==> src/rtl/wspe_pkg.sv <==
// Package: shared constants and the control-flag bundle for the systolic cell.
// Assumes: two's complement Q-format data; all users take widths from here.
package wspe_pkg;
    localparam int WSPE_DATA_W = 16;
    localparam int WSPE_FRAC_W = 8;

    // Single-bit controls that travel alongside the data.
    typedef struct packed {
        logic act_vld;
        logic wgt_load;
        logic swap;
    } wspe_ctl_t;
endpackage

==> src/rtl/wspe_weight_bank.sv <==
// Module: two-deep weight store. The shadow register is written on load;
// the active register takes the shadow value on swap.
// Assumes: load and swap may coincide; the active register then gets the
// shadow value from before this edge.
module wspe_weight_bank #(
    parameter int DATA_W = wspe_pkg::WSPE_DATA_W
) (
    input  logic              clk,
    input  logic              rst_n,
    input  logic [DATA_W-1:0] wgt_in,
    input  logic              load,
    input  logic              swap,
    output logic [DATA_W-1:0] active_w
);
    logic [DATA_W-1:0] shadow_q;
    logic [DATA_W-1:0] active_q;

    // Purpose: update the shadow register and the active register.
    always_ff @(posedge clk) begin
        if (!rst_n) begin
            shadow_q <= '0;
            active_q <= '0;
        end else begin
            if (load) shadow_q <= wgt_in;
            if (swap) active_q <= shadow_q;
        end
    end

    assign active_w = active_q;

    // a load writes the shadow register; without a load it holds.
    a_r4_shadow_load: assert property (@(posedge clk) disable iff (!rst_n)
        load |=> shadow_q == $past(wgt_in));
    a_r4_shadow_hold: assert property (@(posedge clk) disable iff (!rst_n)
        !load |=> $stable(shadow_q));
    // a swap moves the shadow value into the active register.
    a_r5_swap_copy: assert property (@(posedge clk) disable iff (!rst_n)
        swap |=> active_q == $past(shadow_q));
    // with both in one cycle, active gets the old shadow value and shadow gets the new weight.
    a_r6_swap_and_load: assert property (@(posedge clk) disable iff (!rst_n)
        (swap && load) |=> (active_q == $past(shadow_q)) && (shadow_q == $past(wgt_in)));
endmodule

==> src/rtl/wspe_mac.sv <==
// Module: combinational Q-format multiply, arithmetic shift and saturating add.
// Assumes: all operands are signed two's complement with FRAC_W fraction bits.
module wspe_mac #(
    parameter int DATA_W = wspe_pkg::WSPE_DATA_W,
    parameter int FRAC_W = wspe_pkg::WSPE_FRAC_W
) (
    input  logic [DATA_W-1:0] act,
    input  logic [DATA_W-1:0] wgt,
    input  logic [DATA_W-1:0] psum,
    output logic [DATA_W-1:0] result
);
    localparam int PROD_W = 2 * DATA_W;
    localparam int SUM_W  = PROD_W + 1;
    localparam logic signed [SUM_W-1:0] SAT_MAX = SUM_W'((64'sd1 <<< (DATA_W - 1)) - 64'sd1);
    localparam logic signed [SUM_W-1:0] SAT_MIN = -SAT_MAX - SUM_W'(1);

    logic signed [PROD_W-1:0] prod;
    logic signed [PROD_W-1:0] prod_scaled;
    logic signed [SUM_W-1:0]  sum_wide;

    // Purpose: form the full product, rescale it and add it at full width.
    always_comb begin
        prod        = PROD_W'($signed(act)) * PROD_W'($signed(wgt));
        prod_scaled = prod >>> FRAC_W;
        sum_wide    = SUM_W'($signed(psum)) + SUM_W'(prod_scaled);
    end

    // Purpose: clamp the wide sum to the output range.
    always_comb begin
        if (sum_wide > SAT_MAX)      result = {1'b0, {(DATA_W-1){1'b1}}};
        else if (sum_wide < SAT_MIN) result = {1'b1, {(DATA_W-1){1'b0}}};
        else                         result = sum_wide[DATA_W-1:0];
    end
endmodule

==> src/rtl/wspe_cell.sv <==
// Module: one weight-stationary cell. It registers the activation and valid
// to the right, the weight, load, swap and partial sum downward, and the
// result of the saturating multiply-accumulate.
// Assumes: the cell in the top row has psum_in tied to zero by the grid.
module wspe_cell #(
    parameter int DATA_W = wspe_pkg::WSPE_DATA_W,
    parameter int FRAC_W = wspe_pkg::WSPE_FRAC_W
) (
    input  logic              clk,
    input  logic              rst_n,
    input  logic              en,
    input  logic [DATA_W-1:0] act_in,
    input  logic              act_vld_in,
    input  logic [DATA_W-1:0] psum_in,
    input  logic [DATA_W-1:0] wgt_in,
    input  logic              wgt_load_in,
    input  logic              swap_in,
    output logic [DATA_W-1:0] act_out,
    output logic              act_vld_out,
    output logic [DATA_W-1:0] wgt_out,
    output logic              wgt_load_out,
    output logic              swap_out,
    output logic [DATA_W-1:0] psum_out
);
    import wspe_pkg::*;

    logic [DATA_W-1:0] active_w;
    logic [DATA_W-1:0] mac_result;
    logic              compute;
    wspe_ctl_t         ctl_q;

    assign compute = act_vld_in && en;

    wspe_weight_bank #(.DATA_W(DATA_W)) u_bank (
        .clk      (clk),
        .rst_n    (rst_n),
        .wgt_in   (wgt_in),
        .load     (wgt_load_in),
        .swap     (swap_in),
        .active_w (active_w)
    );

    wspe_mac #(.DATA_W(DATA_W), .FRAC_W(FRAC_W)) u_mac (
        .act    (act_in),
        .wgt    (active_w),
        .psum   (psum_in),
        .result (mac_result)
    );

    // Purpose: register the data forwarded to the right and downward.
    always_ff @(posedge clk) begin
        if (!rst_n) begin
            act_out  <= '0;
            wgt_out  <= '0;
            psum_out <= '0;
        end else begin
            act_out  <= act_in;
            wgt_out  <= wgt_in;
            psum_out <= compute ? mac_result : '0;
        end
    end

    // Purpose: register the control flags that travel with the data.
    always_ff @(posedge clk) begin
        if (!rst_n) ctl_q <= '0;
        else        ctl_q <= '{act_vld: compute, wgt_load: wgt_load_in, swap: swap_in};
    end

    assign act_vld_out  = ctl_q.act_vld;
    assign wgt_load_out = ctl_q.wgt_load;
    assign swap_out     = ctl_q.swap;

    // after a reset edge every output is zero.
    a_r1_reset_clear: assert property (@(posedge clk)
        $past(!rst_n) |-> (act_out == '0 && psum_out == '0 && wgt_out == '0
                           && !act_vld_out && !wgt_load_out && !swap_out));
    // the activation is forwarded to the right one cycle later.
    a_r2_act_fwd: assert property (@(posedge clk) disable iff (!rst_n)
        $past(rst_n) |-> act_out == $past(act_in));
    // weight, load and swap are forwarded downward one cycle later.
    a_r3_down_fwd: assert property (@(posedge clk) disable iff (!rst_n)
        $past(rst_n) |-> (wgt_out == $past(wgt_in) && wgt_load_out == $past(wgt_load_in)
                          && swap_out == $past(swap_in)));
    // an idle or disabled cycle yields a zero sum and a low valid.
    a_r9_idle_zero: assert property (@(posedge clk) disable iff (!rst_n)
        ($past(rst_n) && !($past(act_vld_in) && $past(en))) |-> (psum_out == '0 && !act_vld_out));
endmodule

==> config.mk <==
export PLATFORM = sky130hd
export DESIGN_NAME = wspe_cell
export DESIGN_NICKNAME = d
export VERILOG_FILES = /design/src/rtl/wspe_pkg.sv /design/src/rtl/wspe_weight_bank.sv /design/src/rtl/wspe_mac.sv /design/src/rtl/wspe_cell.sv
export SDC_FILE = /design/constraint.sdc
export NUM_CORES = 1
export LEC_CHECK = 0
export BUFFER_PORTS_ARGS = -buffer_cell sky130_fd_sc_hd__buf_2
export CORE_ASPECT_RATIO = 1.25
export CORE_MARGIN = 3
export CORE_UTILIZATION = 61
export DETAILED_ROUTE_END_ITERATION = 7
export HOLD_SLACK_MARGIN = 0.05
export MAX_ROUTING_LAYER = met4
export PLACE_DENSITY = 0.87
export SLEW_MARGIN = 10
export SYNTH_ARGS = -nofsm -noshare
export SYNTH_HDL_FRONTEND = slang
export SYNTH_SLANG_ARGS = --single-unit
==> constraint.sdc <==
create_clock -name clk -period 12.4 [get_ports clk]
set_clock_uncertainty 0.2 [all_clocks]
set_input_delay 2.48 -clock clk [delete_from_list [all_inputs] [get_ports clk]]
set_output_delay 2.48 -clock clk [all_outputs]
set_load 0.01 [all_outputs]
# Yosys cells after proc, flatten, opt, wreduce, memory -nomap -nowiden
# Cells that the tools add are included.
classes:
  bitwise_logic: 2
  multipliers: 1
  magnitude_cmp: 2
  mux: 2
  addsub: 1
  reduce_logical: 3
op_table:
  columns: ["cell", "count"]
  rows:
  - ["$gt 33x16->1 const B", 1]
  - ["$lt 33x16->1 const B", 1]
  - ["$mul 16x16->32", 1]
  - ["$add 16x24->25", 1]
  - ["$mux 16", 1]
  - ["$mux 15", 1]
  - ["$reduce_or 3->1", 1]
  - ["$not 1->1", 2]
  - ["$reduce_and 2->1", 1]
  - ["$logic_and 1x1->1", 1]
totals:
  regBits: 83
  output_inout_bits: 51
  word_cells: 20
  in_bits: 54

# Longest topological paths before layout
# Gate-level depths: netlist of run 1.
logic_depth:
  depth_word: 5
  ltp_mapped: 34
  ltp_nobuf: 31

# By module
# A second synthesis of run 1 with hierarchy kept.
unflattened:
  hier_cells: 1478
  area_unflattened_um2: 13855.8
modules_own_cells:
  columns: ["mod", "instances", "seq_area_each_um2", "cells_per_inst", "area_per_inst_um2"]
  rows:
  - ["wspe_mac", 1, 0.0, 1266, 11203.2]
  - ["wspe_cell", 1, 1021.0, 109, 1417.6]
  - ["wspe_weight_bank", 1, 640.6, 103, 1234.9]

# Least setup slack after synthesis of run 1
# Ideal clock, no wire load.
synth_timing:
  path_kind: "input to register"
  start: "in act_in[8]"
  end: "reg psum_out[10]"
  path_stages: 30
  required_time_ns: 12.070
  arrival_ns: 10.259
  setup_ns: 0.130
  slack_ns: 1.811
  path_buffers: 2
  path_cell_list: "clkbuf_1 -> nand2_1 -> fa_1 -> fa_1 -> fa_1 -> fa_1 -> inv_1 -> fa_1 -> inv_1 -> fa_1 -> inv_1 -> ha_1 -> o21ai_0 -> o2bb2ai_1 -> or2_2 -> o31ai_1 -> a21oi_1 -> o21bai_1 -> a21oi_1 -> xnor2_1 -> ha_1 -> nand2_1 -> nor2_1 -> a211oi_1 -> o31ai_4 -> and4b_1 -> or4_4 -> o41ai_4 -> buf_6 -> o22ai_1"
synth_via:
  elab_chain_cells: 5
  word_cells_on_any_way: 6
  classes_between: "1 x add/sub; 1 x mul; 2 x order compare; 2 x mux"
synth_lines:
  columns: ["item", "line", "rtl"]
  rows:
  - ["from (decl)", "wspe_cell.sv:12", "input logic [DATA_W-1:0] act_in,"]
  - ["$mul 16x16->32 *", "wspe_mac.sv:23", "prod = PROD_W'($signed(act)) * PROD_W'($signed(wgt));"]
  - ["$add 16x24->25 *", "wspe_mac.sv:25", "sum_wide = SUM_W'($signed(psum)) + SUM_W'(prod_scaled);"]
  - ["$lt 33x16->1", "wspe_mac.sv:31", "else if (sum_wide < SAT_MIN) result = {1'b1, {(DATA_W-1){1'b0}}};"]
  - ["$mux 16", "wspe_mac.sv:31", null]
  - ["$mux 15 *", "wspe_mac.sv:30", "if (sum_wide > SAT_MAX) result = {1'b0, {(DATA_W-1){1'b1}}};"]
  - ["to (signal assigned)", "wspe_cell.sv:59", "psum_out <= compute ? mac_result : '0;"]
  - ["to (decl)", "wspe_cell.sv:23", "output logic [DATA_W-1:0] psum_out"]
# Every way passes the cells marked *; elsewhere a longest branch is shown, timed or not.
# A chain may end at the register's enable or synchronous reset.

# Final worst setup path of run 1
layout_timing:
  start: "in act_in[5]"
  end: "reg psum_out[7]"
# Same word-level chain as after synthesis.

==> flow_summary.ini, run 1 <==
[timing]
slew_headroom = 0.386
layout_setup_ws_ns = 0.694
fin_setup_tns_ns = 0
maxSlewViolCount = 0
worst_pin_slew_ns = 0.909
grt_setup_unrepaired = false
setup_viol = 0
fmaxAchievable_mhz = 85.4
final_critical_period_ns = 11.71
hold-worst-slack_ns = 0.318
finalCritPeriodShare = 0.944
hold_viol = 0

[setup_path]
crit_slowest_cell = sky130_fd_sc_hd__a2111oi_1
cp_max_fo = 17
timing.critical_path.from = act_in[5]
worst_r2r_setup_slack_ns = 2.29
cp_slowest_stage_delay_ns = 0.67
regToRegStartpoint = u_bank.active_w[3]
critical-path-top-cell-by-count = sky130_fd_sc_hd__fa_1
setup.worst_path.start_class = input port
path_class = input port to flop
critical_path.reg2reg.endpoint = psum_out[7]
critPathCapture = psum_out[7]
r2r.worst_path.cells = 28
required_ns = 12.40
end_kind = flop
cp_data_arrival_time_ns = 11.70

[power_and_ir_drop]
swShare = 0.460
intPower_w = 0.000821
power.share.clock = 0.173
leakage_nw = 7.44
p_seq_frac = 0.204
switching_power_w = 0.000699
power_per_cell_area_nw_per_um2 = 104
comb_power_share = 0.623
worst_case_vdd_ir_drop_mv = 0.0865

[clock_network]
clk_path_buf_depth = 2
cts_made_buffers = 9
cts.root.buffer_cell = sky130_fd_sc_hd__clkbuf_16
numClockSinks = 83
cts_resized = 0
cts_tree = yes
clk_pin_slew_ns = 0.07
worstSkewPairLatency_ns = 0.34
cts_post_setup_buffers_inserted = 0
htreeDepth = 3
postCtsHoldBufs = 0

[yosys]
yosys.area.top_type = sky130_fd_sc_hd__fa_1
nets_in_the_synthesized_netlist = 1901
synth_top_flop_cell = sky130_fd_sc_hd__dfxtp_1
netlist_area_um2 = 13600
synth_edf_count = 0
count_of_cell_types_in_the_netlist = 61
synth_seq_area_share = 0.122
post_syn_instances = 1479
synth_largest_type_area_fraction = 0.385
synth-async-reset-ratio = 0
syn_area_per_cell_um2 = 9.22
ys.warnings.count = 0
commonest_cells_post_synth = sky130_fd_sc_hd__inv_1, sky130_fd_sc_hd__fa_1, sky130_fd_sc_hd__and2_1
synth_most_common_cell = sky130_fd_sc_hd__inv_1
yosys-top-cells-area = sky130_fd_sc_hd__fa_1, sky130_fd_sc_hd__dfxtp_1, sky130_fd_sc_hd__ha_1
total_of_flip_flops_plus_latches_after_synthesis = 83

[global_route]
met2_track_utilization_from_global_routing = 0.478
number_of_global_route_vias_before_repair = 11183
use_met1 = 0.322
grt_antenna_before_repair = 0
gr-max-usage-layer = met2
grt_pass1_wl_mm = 53.6
grt.met3_usage = 0.0324
grt_overflow = 0
grt_start_max_net_pins = 68
global_route.usage.total = 0.277

[drt]
first_iter_violations = 617
post_drt_wl_per_cell_um = 17.1
routed_via_density = 5.63
vias = 10313
route.detailed.drc = 0
postRouteWirelength_mm = 31.3
dr.pass1.iters = 5
drtAntennaViolNets = 0

[floorplan]
floorplan.die.height_um = 173
floorplan.io_pins = 105
floorplan.core_area_um2 = 21800
initial_utilization = 0.626
rows = 60
design.die.area_um2 = 24200
die_w_um = 140

[cells_and_area]
layoutNonFillerInstCount = 1831
drive_above_1_share = 0.0876
fin_nets = 1969
multi_input_area_um2 = 10600
area_growth_syn_to_layout_pct = 7.20
filler_cell_count = 1637
register_area_um2 = 1660
diodes = 0
final_util = 0.671

[job]
timing.max_cap.violations = 0

[min_path]
hp-class = flop to flop

[place]
number_of_buffers_added_on_ports = 104
pre_cts_ws_ns = 0.266
routability_congestion_estimate_from_global_placement = 0.905
dp.cells = 1815
hpwl_mm = 25.5

[run_status]
status = finished, final reports clean
area by class of cell:
type | instances | share of cell area
Clock inverter | 7 | 0.00402
Sequential cell | 83 | 0.114
Multi-Input combinational cell | 1027 | 0.724
Tap cell | 279 | 0.0239
Timing Repair Buffer | 108 | 0.0377
Clock buffer | 9 | 0.0154
Inverter | 318 | 0.0817
routing by layer:
| metal | up-vias | routed length (um) |
|---|---|---|
| met5 | - | 0 |
| met4 | 0 | 1630 |
| met3 | 124 | 1620 |
| met2 | 373 | 16700 |
| met1 | 5149 | 11400 |
| li1 | 4667 | - |
power by group through the flow:
stage	Clock (W)	Combinational, W	Sequential, W
after floorplan	0	0.000715	0.000322
after global placement	0	0.000921	0.000314
after detailed placement	0	0.000938	0.000315
after CTS	0.000265	0.000949	0.000310
after global routing	0.000276	0.00106	0.000312
final	0.000263	0.000947	0.000310
metrics by stage:
stage	total power, W	cell area [um2]
5_1_grt	0.00165	14600
3_3_place_gp	0.00124	14300
3_5_place_dp	0.00125	14300
2_1_floorplan	0.00104	13600
6_report	0.00152	14600
4_1_cts	0.00152	14600
critical path: cells and delay by family:
kind | cells | cell delay (ns)
AO/OA/AOI/OAI | 12 | 3.98
adder cells (fa/ha/maj) | 8 | 3.88
AND/OR/NAND/NOR | 4 | 0.82
buffers and inverters | 5 | 0.41
XOR/XNOR | 1 | 0.10
layout by cell type, fill, tap and decap left out, drive strengths merged, types with 3 or more instances in the layout:
master	n
mux2i	33
or3	6
or4	3
o21a	9
o31ai	8
fa	262
nand4	9
o22ai	18
a2111oi	6
a211oi	7
nor2	33
xnor2	31
a21o	11
inv	322
o21ai	16
dfxtp	83
nand3	9
and3	5
nand2	154
xor2	14
a31oi	4
o21bai	7
ha	106
o211ai	4
or2	7
a21oi	32
and2	156
a211o	4
nor4	3
buf	108
nand2b	7
nor3	8
clkbuf	9
nor2b	33
registers in the layout, summed over array words and instances, names as in the netlist:
signal and flops:
wgt_load_out 1, u_bank.shadow_q 16, swap_out 1, psum_out 16
wgt_out 16, u_bank.active_w 16, act_out 16, act_vld_out 1
worst min path at each step:
stage	start	to	slack, ns	cells after the start
final	u_bank.shadow_q[3]	u_bank.shadow_q[3]	0.32	2
after CTS	u_bank.shadow_q[3]	u_bank.shadow_q[3]	0.32	2
after global routing	u_bank.shadow_q[13]	u_bank.active_w[13]	0.34	2
after global placement	u_bank.shadow_q[1]	u_bank.active_w[1]	0.29	2
after floorplan	u_bank.shadow_q[0]	u_bank.shadow_q[0]	0.28	2
after detailed placement	u_bank.shadow_q[3]	u_bank.shadow_q[3]	0.31	2
cell families after synthesis:
| group | after synthesis | synth area share |
|---|---|---|
| simple gates | 437 | 0.166 |
| buf+inv | 369 | 0.102 |
| fa+ha+maj | 368 | 0.482 |
| compound gates | 144 | 0.0743 |
| flops | 83 | 0.122 |
| xor+xnor | 45 | 0.0289 |
| mux | 33 | 0.0242 |
Note: power is estimated with default switching activity, not from simulation.
==> run 2, diff against run 1 <==
clock period = 11.12 ns   (was 12.4 ns; I/O delays follow)
==> flow_summary.ini, run 2 (synthesis results as in run 1) <==
[run_status]
status = finished, final reports clean

[global_route]
grt_antenna_before_repair = 0
grt_start_max_net_pins = 68
grt_overflow = 0
grt_pass1_wl_mm = 55.0
global_route.usage.total = 0.285
number_of_global_route_vias_before_repair = 11499

[clock_network]
clk_path_buf_depth = 2
cts_post_setup_buffers_inserted = 0
clk_pin_slew_ns = 0.07
worstSkewPairLatency_ns = 0.35
cts_tree = yes
cts.root.buffer_cell = sky130_fd_sc_hd__clkbuf_16
htreeDepth = 3
cts_made_buffers = 9
numClockSinks = 83

[place]
pre_cts_ws_ns = -0.213
number_of_buffers_added_on_ports = 104
routability_congestion_estimate_from_global_placement = 0.894
hpwl_mm = 26.0

[power_and_ir_drop]
finalPower_w = 0.00176
leakage_nw = 7.52
power_per_cell_area_nw_per_um2 = 119
worst_case_vdd_ir_drop_mv = 0.139

[timing]
final_critical_period_ns = 10.68
maxSlewViolCount = 0
slew_headroom = 0.394
fmaxAchievable_mhz = 93.6
worst_pin_slew_ns = 0.910
setup_viol = 0
hold_viol = 0
grt_setup_unrepaired = false
layout_setup_ws_ns = 0.439
hold-worst-slack_ns = 0.323
finalCritPeriodShare = 0.961

[cells_and_area]
area_growth_syn_to_layout_pct = 8.23
most-common-layout-cells = sky130_fd_sc_hd__inv_1, sky130_fd_sc_hd__fa_1, sky130_fd_sc_hd__and2_1
most_common_library_cell_in_the_layout_ignoring_fill_and_taps = sky130_fd_sc_hd__inv_1
fin_nets = 1983
filler_cell_count = 1602
drive_above_1_share = 0.0977
diodes = 0

[drt]
routed_via_density = 5.62
first_iter_violations = 591
route.detailed.drc = 0
postRouteWirelength_mm = 31.9
post_drt_wl_per_cell_um = 17.3
dr.pass1.iters = 5
drtAntennaViolNets = 0
vias = 10368

[floorplan]
die_w_um = 140
floorplan.core_area_um2 = 21800
floorplan.die.height_um = 173
design.die.area_um2 = 24200
floorplan.io_pins = 105
rows = 60
initial_utilization = 0.626

[setup_path]
required_ns = 11.18
crit_slowest_cell = sky130_fd_sc_hd__fa_1
end_kind = flop
cp_data_arrival_time_ns = 10.74
cp_max_fo = 17
critical-path-top-cell-by-count = sky130_fd_sc_hd__fa_1
worst-path-buf-inv = 6
cp_slowest_stage_delay_ns = 0.55
path_class = input port to flop
setup.worst_path.start_class = input port
critical_path.top_delay_family = adder cells

[min_path]
hp-class = flop to flop

[job]
timing.max_cap.violations = 0
-- run 2: worst min-delay path, cell delays in order, from the launching register on --
cell and delay (ns):
sky130_fd_sc_hd__dfxtp_1 0.33, sky130_fd_sc_hd__mux2i_1 0.07, sky130_fd_sc_hd__nor2b_1 0.09
-- run 2: timing repair --
| action | in CTS | in global routing |
|---|---|---|
| setup endpoints to repair | 0 | 15 |
| gates resized for setup | 0 | 5 |
| hold buffers | 0 | 0 |
-- run 2: final timing paths --
kind / depth (start not counted) / startpoint / endpoint / slack (ns)
worst min-delay path: 2 / u_bank.shadow_q[11] / u_bank.shadow_q[11] / 0.32
worst max-delay path: 31 / act_in[5] / psum_out[12] / 0.44
worst max register to register: 29 / u_bank.active_w[3] / psum_out[12] / 1.74
worst min register to register: 2 / u_bank.shadow_q[11] / u_bank.shadow_q[11] / 0.32
-- run 2: power breakdown --
group	internal, W	leakage, nW	total, W	switching (W)
Clock	0.000158	0.138	0.000303	0.000145
Sequential	0.000328	0.685	0.000347	0.0000185
Combinational	0.000469	6.69	0.00111	0.000642
Total	0.000955	7.52	0.00176	0.000806
-- run 2: layer usage --
metal / routed length, um / vias up / share of wire / track usage
met5: 0 / - / 0 / -
met1: 11400 / 5130 / 0.36 / 0.332
met4: 1610 / 0 / 0.050 / 0.136
li1: - / 4691 / - / -
met2: 17100 / 414 / 0.54 / 0.489
met3: 1760 / 133 / 0.055 / 0.0373
-- run 2: through the flow --
step	setup TNS [ns]	cells	util	area, um2
after floorplan	0	1479	-	13600
after global placement	-1.58	1829	0.664	14500
after detailed placement	-2.80	1829	0.664	14500
after CTS	0	1845	0.677	14700
after global routing	0	1845	0.678	14800
final	0	1845	0.678	14800
-- run 2: final cells by class --
class / count / area [um2] / share of cell area
Inverter: 318 / 1190 / 0.0809
Clock inverter: 7 / 66.3 / 0.00449
Timing Repair Buffer: 122 / 668 / 0.0453
Multi-Input combinational cell: 1027 / 10600 / 0.718
Clock buffer: 9 / 225 / 0.0153
Tap cell: 279 / 349 / 0.0237
Sequential cell: 83 / 1660 / 0.113
==> run 3, diff against run 2 <==
CELL_PAD_IN_SITES_DETAIL_PLACEMENT = 2   (was not set)
CELL_PAD_IN_SITES_GLOBAL_PLACEMENT = 2   (was not set)
CORE_UTILIZATION = 40   (was 61)
PLACE_DENSITY = 0.89   (was 0.87)
==> flow_summary.ini, run 3 (synthesis results as in run 1) <==
[min_path]
hold_path_startpoint = u_bank.shadow_q[9]
number_of_instances_on_the_worst_hold_path = 2
hold-path-endpoint = u_bank.shadow_q[9]
hp-class = flop to flop

[clock_network]
htreeDepth = 3
cts.root.buffer_cell = sky130_fd_sc_hd__clkbuf_16
cts_made_buffers = 9
clk_path_buf_depth = 2
postCtsHoldBufs = 0
numClockSinks = 83
worstSkewPairLatency_ns = 0.38
cts_tree = yes
clk_pin_slew_ns = 0.08

[timing]
setup_viol = 0
fmaxAchievable_mhz = 92.6
slew_headroom = 0.305
hold-worst-slack_ns = 0.352
final_critical_period_ns = 10.80
finalCritPeriodShare = 0.972
worst_pin_slew_ns = 1.04
maxSlewViolCount = 0
hold_viol = 0

[setup_path]
cp_slowest_stage_delay_ns = 0.56
regToRegStartpoint = u_bank.active_w[1]
crit_slowest_cell = sky130_fd_sc_hd__fa_1
end_kind = flop
cp_max_fo = 17
critical-path-top-cell-by-count = sky130_fd_sc_hd__fa_1
cp_data_arrival_time_ns = 10.85
worst_r2r_setup_slack_ns = 1.43
critical_path.reg2reg.endpoint = psum_out[1]
r2r.worst_path.cells = 29
required_ns = 11.17
setup.worst_path.start_class = input port
path_class = input port to flop

[drt]
postRouteWirelength_mm = 52.0
route.detailed.drc = 0
vias = 11055
drtAntennaViolNets = 0
first_iter_violations = 587
routed_via_density = 5.54
post_drt_wl_per_cell_um = 26.1
dr.pass1.iters = 5

[floorplan]
initial_utilization = 0.411
design.die.area_um2 = 36400
die_w_um = 171
floorplan.die.height_um = 212
floorplan.core_area_um2 = 33100
rows = 74
floorplan.io_pins = 105

[cells_and_area]
filler_cell_count = 3589
most-common-layout-cells = sky130_fd_sc_hd__inv_1, sky130_fd_sc_hd__fa_1, sky130_fd_sc_hd__and2_1
register_area_um2 = 1660
layoutNonFillerInstCount = 1994
most_common_library_cell_in_the_layout_ignoring_fill_and_taps = sky130_fd_sc_hd__inv_1
multi_input_area_um2 = 10600
final_util = 0.454
drive_above_1_share = 0.109
post-route-cell-area_um2 = 15100
fin_nets = 1993
diodes = 0
area_growth_syn_to_layout_pct = 10.5

[power_and_ir_drop]
comb_power_share = 0.651
finalPower_w = 0.00191
p_seq_frac = 0.183
swShare = 0.494
power.share.clock = 0.165
switching_power_w = 0.000945
leakage_nw = 7.58
intPower_w = 0.000969
power_per_cell_area_nw_per_um2 = 127
worst_case_vdd_ir_drop_mv = 0.0805

[place]
number_of_buffers_added_on_ports = 104
routability_congestion_estimate_from_global_placement = 0.832
hpwl_mm = 41.9
dp.cells = 1978
postPlaceCellArea_um2 = 14700

[global_route]
grt_antenna_before_repair = 0
grt_overflow = 0
grt_start_max_net_pins = 68
grt_pass1_wl_mm = 80.1
global_route.usage.total = 0.303
number_of_global_route_vias_before_repair = 13673

[job]
timing.max_cap.violations = 0

[run_status]
status = finished, final reports clean
## run 3: worst max-delay path by stage
stage | startpoint | endpoint | slack [ns] | depth (start not counted)
2_1_floorplan | act_in[8] | psum_out[10] | 0.79 | 30
3_3_place_gp | act_in[7] | psum_out[0] | 0.04 | 30
3_5_place_dp | act_in[7] | psum_out[0] | -0.57 | 29
4_1_cts | act_in[7] | psum_out[1] | 0.04 | 30
5_1_grt | act_in[5] | psum_out[3] | -0.03 | 31
6_report | act_in[5] | psum_out[1] | 0.32 | 31
## run 3: final cells by class
type,instances,share of cell area
tap,418,0.0347
clock inverter,7,0.00432
sequential,83,0.110
inverter,318,0.0793
clock buffer,9,0.0150
timing repair buffer,132,0.0502
multi-input combinational,1027,0.706
## run 3: stage by stage
stage	setup WS, ns	TNS [ns]
2_1_floorplan	0.787	0
3_5_place_dp	-0.573	-8.54
6_report	0.316	0
3_3_place_gp	0.0394	0
4_1_cts	0.0408	0
5_1_grt	-0.0329	-0.178
## run 3: critical path, delay by kind of cell
kind,cells,cell delay [ns]
buf+inv,6,0.65
fa+ha+maj,8,3.90
compound gates,12,2.73
xor+xnor,1,0.14
simple gates,4,1.17
## run 3: what timing repair did
item                                    CTS  global route
setup buffers                             0             0
endpoints found under the setup margin   15            15
cloned                                    0             0
gates resized for setup                   3            18
## run 3: layer usage
layer	wire (um)	vias to the layer above	track usage
met5	0	-	-
met4	3660	0	0.196
met3	1510	211	0.0372
met2	29100	364	0.562
met1	17800	5771	0.294
li1	-	4709	-
## run 3: power groups by stage
stage	Combinational, W	Sequential (W)	Clock, W
after floorplan	0.000797	0.000359	0
after global placement	0.00111	0.000353	0
after detailed placement	0.00121	0.000356	0
after CTS	0.00123	0.000351	0.000321
after global routing	0.00136	0.000354	0.000334
final	0.00125	0.000351	0.000317
